--- config.mk ---
export PLATFORM = sky130hd
export DESIGN_NAME = esc_unescaper
export DESIGN_NICKNAME = d
export VERILOG_FILES = /design/src/rtl/esc_pkg.sv /design/src/rtl/esc_route_decode.sv /design/src/rtl/esc_pending_reg.sv /design/src/rtl/esc_out_mux.sv /design/src/rtl/esc_unescaper.sv
export SDC_FILE = /design/constraint.sdc
export NUM_CORES = 1
export LEC_CHECK = 0
export CORE_AREA = 2 2 39 41
export CTS_BUF_LIST = sky130_fd_sc_hd__clkbuf_2
export DETAILED_ROUTE_END_ITERATION = 8
export DIE_AREA = 0 0 41 43
export HOLD_SLACK_MARGIN = 0.15
export PLACE_DENSITY = 0.66
export SETUP_SLACK_MARGIN = 0.02
export SYNTH_ARGS = -nofsm -noshare
export SYNTH_HDL_FRONTEND = slang
export SYNTH_HIERARCHICAL = 1
export SYNTH_SLANG_ARGS = --single-unit
--- constraint.sdc ---
create_clock -name clk -period 6.1 [get_ports clk]
set_input_delay 1.22 -clock clk [delete_from_list [all_inputs] [get_ports clk]]
set_output_delay 1.22 -clock clk [all_outputs]
set_load 0.02 [all_outputs]
--- src/rtl/esc_pkg.sv ---
package esc_pkg;

    typedef enum logic [1:0] {
        DST_NONE = 2'd0,
        DST_DAT  = 2'd1,
        DST_CTL  = 2'd2
    } dest_e;

    typedef struct packed {
        dest_e dest;    // where the current byte goes
        logic  arm;     // byte opens an escape
        logic  disarm;  // byte closes an escape
    } route_t;

    function automatic route_t decide(input logic is_esc, input logic pending);
        route_t r;
        r.dest   = DST_NONE;
        r.arm    = 1'b0;
        r.disarm = 1'b0;
        if (!pending) begin
            if (is_esc) r.arm  = 1'b1;
            else        r.dest = DST_DAT;
        end else begin
            r.disarm = 1'b1;
            r.dest   = is_esc ? DST_DAT : DST_CTL;
        end
        return r;
    endfunction

endpackage

--- src/rtl/esc_route_decode.sv ---
module esc_route_decode
    import esc_pkg::*;
#(
    parameter int          DATA_W   = 8,
    parameter logic [7:0]  ESC_CODE = 8'hA5
) (
    input  logic [DATA_W-1:0] byte_in,
    input  logic              pending,
    output route_t            route
);
    localparam logic [DATA_W-1:0] ESC_W = DATA_W'(ESC_CODE);

    logic is_esc;

    always_comb begin
        is_esc = (byte_in == ESC_W);
        route  = decide(is_esc, pending);
    end

endmodule

--- src/rtl/esc_pending_reg.sv ---
module esc_pending_reg
    import esc_pkg::*;
(
    input  logic   clk,
    input  logic   rst,
    input  logic   fire,
    input  route_t route,
    output logic   pending
);

    always_ff @(posedge clk) begin
        if (rst)                      pending <= 1'b0;
        else if (fire && route.arm)   pending <= 1'b1;
        else if (fire && route.disarm) pending <= 1'b0;
    end

    AST_PEND_SET: assert property (@(posedge clk) disable iff (rst)
        (fire && !pending && route.arm) |=> pending);
    AST_PEND_CLR: assert property (@(posedge clk) disable iff (rst)
        (fire && pending) |=> !pending);
    AST_PEND_HOLD: assert property (@(posedge clk) disable iff (rst)
        !fire |=> $stable(pending));

endmodule

--- src/rtl/esc_out_mux.sv ---
module esc_out_mux
    import esc_pkg::*;
#(
    parameter int DATA_W = 8
) (
    input  logic              clk,
    input  logic              rst,
    input  logic              src_valid,
    input  logic [DATA_W-1:0] src_byte,
    input  route_t            route,
    input  logic              dat_ready,
    input  logic              ctl_ready,
    output logic              src_ready,
    output logic              fire,
    output logic              dat_valid,
    output logic [DATA_W-1:0] dat_byte,
    output logic              ctl_valid,
    output logic [DATA_W-1:0] ctl_byte
);

    always_comb begin
        unique case (route.dest)
            DST_DAT: src_ready = dat_ready;
            DST_CTL: src_ready = ctl_ready;
            default: src_ready = 1'b1;
        endcase
        dat_valid = src_valid && (route.dest == DST_DAT);
        ctl_valid = src_valid && (route.dest == DST_CTL);
        dat_byte  = src_byte;
        ctl_byte  = src_byte;
        fire      = src_valid && src_ready;
    end

    AST_DAT_WAIT: assert property (@(posedge clk) disable iff (rst)
        (dat_valid && !dat_ready) |-> !src_ready);
    AST_CTL_WAIT: assert property (@(posedge clk) disable iff (rst)
        (ctl_valid && !ctl_ready) |-> !src_ready);

endmodule

--- src/rtl/esc_unescaper.sv ---
module esc_unescaper
    import esc_pkg::*;
#(
    parameter int         DATA_W   = 8,
    parameter logic [7:0] ESC_CODE = 8'hA5
) (
    input  logic              clk,
    input  logic              rst,
    input  logic              src_valid,
    output logic              src_ready,
    input  logic [DATA_W-1:0] src_byte,
    output logic              dat_valid,
    input  logic              dat_ready,
    output logic [DATA_W-1:0] dat_byte,
    output logic              ctl_valid,
    input  logic              ctl_ready,
    output logic [DATA_W-1:0] ctl_byte
);
    localparam logic [DATA_W-1:0] ESC_W = DATA_W'(ESC_CODE);

    route_t route;
    logic   pending;
    logic   fire;

    esc_route_decode #(.DATA_W(DATA_W), .ESC_CODE(ESC_CODE)) u_dec (
        .byte_in (src_byte),
        .pending (pending),
        .route   (route)
    );

    esc_out_mux #(.DATA_W(DATA_W)) u_mux (
        .clk       (clk),
        .rst       (rst),
        .src_valid (src_valid),
        .src_byte  (src_byte),
        .route     (route),
        .dat_ready (dat_ready),
        .ctl_ready (ctl_ready),
        .src_ready (src_ready),
        .fire      (fire),
        .dat_valid (dat_valid),
        .dat_byte  (dat_byte),
        .ctl_valid (ctl_valid),
        .ctl_byte  (ctl_byte)
    );

    esc_pending_reg u_pend (
        .clk     (clk),
        .rst     (rst),
        .fire    (fire),
        .route   (route),
        .pending (pending)
    );

    AST_ONE_OUT: assert property (@(posedge clk) disable iff (rst)
        !(dat_valid && ctl_valid));
    AST_CTL_NOT_ESC: assert property (@(posedge clk) disable iff (rst)
        ctl_valid |-> (ctl_byte != ESC_W));
    AST_LONE_ESC: assert property (@(posedge clk) disable iff (rst)
        (src_valid && !pending && src_byte == ESC_W)
            |-> (src_ready && !dat_valid && !ctl_valid));
    AST_ESC_AFTER_PEND: assert property (@(posedge clk) disable iff (rst)
        (src_valid && pending && src_byte == ESC_W) |-> dat_valid);

endmodule

==> metrics <==
fmax 0.211 GHz; DIE AREA 0.00176 mm²; Syn Area/Cell 8.20 µm²; Cells after DPL 66; worst slew pin tran 0.223 ns; Peak VDD IR 0.0000271 V; largest family of logic cells by synthesized area buffers and inverters; chip width 41 µm; Final Util 36.0%; final non-filler cell total 66; Crit path largest cell delay 0.54 ns; core area 0.00138 mm²; Max Clock Skew 0 ns; number of antenna violations at the first check in global routing 0; min Tclk post-route 4.75 ns; MaxCap Viol Count 0; Area Growth Syn to Fin 68.6%; Syn Std Cell Area 295 µm²; GRT Util Overall 6.89%; DR pass1 iterations 2; Initial DRC Count 2; max FFs per register 1; crit path capture type output pin; #FFs+latches synth 1; RSZ-0062 raised after global routing false; HP Class reg -> reg; pwr dens 75.8 mW/mm²; routed vias/inst 3.94; Resized cells post-CTS 0; total power 0.0000377 W; antenna-violating nets left 0; GPL Wtd Cong 0.599; wire per inst 8.67 µm; Critical-path top delay cell clkdlybuf4s50_1; CP Launch Type input pin; Overflow after GRT 0; via count 260; count of final max-slew check failures 0; post-CTS setup buffer count 0; layout cells sized above 1 2.00%; nets 69; initial core utilization 21.3%; Largest Register u_pend/pending; period utilization 77.8%; placed cell area 498 µm²; largest net degree at the start of global routing 5; sequential area share after synthesis 6.78%; ant diodes 0; clock slew at reported path FFs 0 ns; Post-Synth Adder-Cell Area 16.9%; post-synthesis mux area share 0%; post-synthesis cell count 36; Yosys cell types 10; # hold bufs at CTS 0; compound-gate portion of the synthesized area 9.75%; final setup fails 0; DRC violations left 0; final WL 572 µm; first-pass GRT wire length 938 µm; Worst Reg2Reg Path Length in Cells 8; FP Rows 14; Max transition margin 85.1%; critical path fanouts, max 3; xor/xnor share of the synthesized area 0%; crit path cell chain clkdlybuf4s50_1 -> and4bb_1 -> and2_1 -> ha_1 -> inv_1 -> ha_1 -> a221o_1 -> clkdlybuf4s50_1; Hold Path Cell Cnt 2; status complete, no violations; Post-Synth Simple-Gate Area 19.5%; required time worst endpoint 4.88 ns; syn nets 53; die height 43 µm; top flop regs u_pend/pending (1); WS Path Type in -> out; io pins 32; Final Hold Fails 0; port bufs 31; Leak 0.204 nW; cell area after layout 498 µm²; vias in the first global route 255; TNS Setup 0 ns; synth warn 6; Worst-Skew Late Latency 0 ns; critical path arrival 3.53 ns
## worst paths after layout
check / from / end / slack, ns
max reg2reg: u_pend/pending / u_pend/pending / 4.26
min: u_pend/pending / u_pend/pending / 0.60
min reg2reg: u_pend/pending / u_pend/pending / 0.60
max: src_byte[4] / src_ready / 1.35
## layer usage
| layer | vias up | GRT usage (%) | wire length (µm) | part of all wire (%) |
|---|---|---|---|---|
| met5 | - | 0 | 0 | 0 |
| met4 | 0 | 0 | 0 | 0 |
| met3 | 0 | 1.57 | 103 | 18 |
| met2 | 20 | 12.2 | 267 | 47 |
| met1 | 109 | 8.54 | 201 | 35 |
| li1 | 131 | - | - | - |
## logic make-up after synthesis
family | count (synthesis)
buffers and inverters | 20
adder cells (fa/ha/maj) | 4
flip-flops | 1
AND/OR/NAND/NOR | 8
AO/OA/AOI/OAI | 3
## where the power goes
group / switching, W / internal [W] / total [W]
Clock: 0 / 0 / 0
Combinational: 0.0000130 / 0.0000181 / 0.0000310
Sequential: 0.00000000880 / 0.00000668 / 0.00000669
Total: 0.0000130 / 0.0000248 / 0.0000377
## layout make-up
type	instances	area, µm²
fillers	143	886
inverters	3	11.3
multi-input cells	15	136
flip-flops and latches	1	20.0
well taps	16	20.0
repair buffers	31	310
## synth_stat cells (all sizes together)
cell | n | area, µm²
ha | 4 | 50.1
and2 | 4 | 25.0
a21bo | 1 | 10.0
nand2 | 2 | 7.51
a221o | 1 | 10.0
buf | 17 | 128
a21oi | 1 | 8.76
inv | 3 | 11.3
and4bb | 2 | 25.0
dfxtp | 1 | 20.0
## cells in the final DEF, fill, tap and decap left out, drive strengths merged
master	n
clkdlybuf4s50	31
and2	4
ha	4
inv	3
and4bb	2
nand2	2
a221o	1
a21bo	1
a21oi	1
dfxtp	1
## through the flow
step	worst slack (ns)	hold WS, ns
4_1_cts	1.34	0.615
2_1_floorplan	2.37	0.583
3_3_place_gp	1.35	0.602
6_report	1.35	0.603
3_5_place_dp	1.34	0.608
5_1_grt	1.27	0.641
## worst max-delay path: cells and delay by family
| family | cells | cell delay [ns] |
|---|---|---|
| fa+ha+maj | 2 | 0.57 |
| compound gates | 1 | 0.27 |
| simple gates | 2 | 0.39 |
| buf+inv | 3 | 1.08 |
Power figures use the tool's default switching activity.
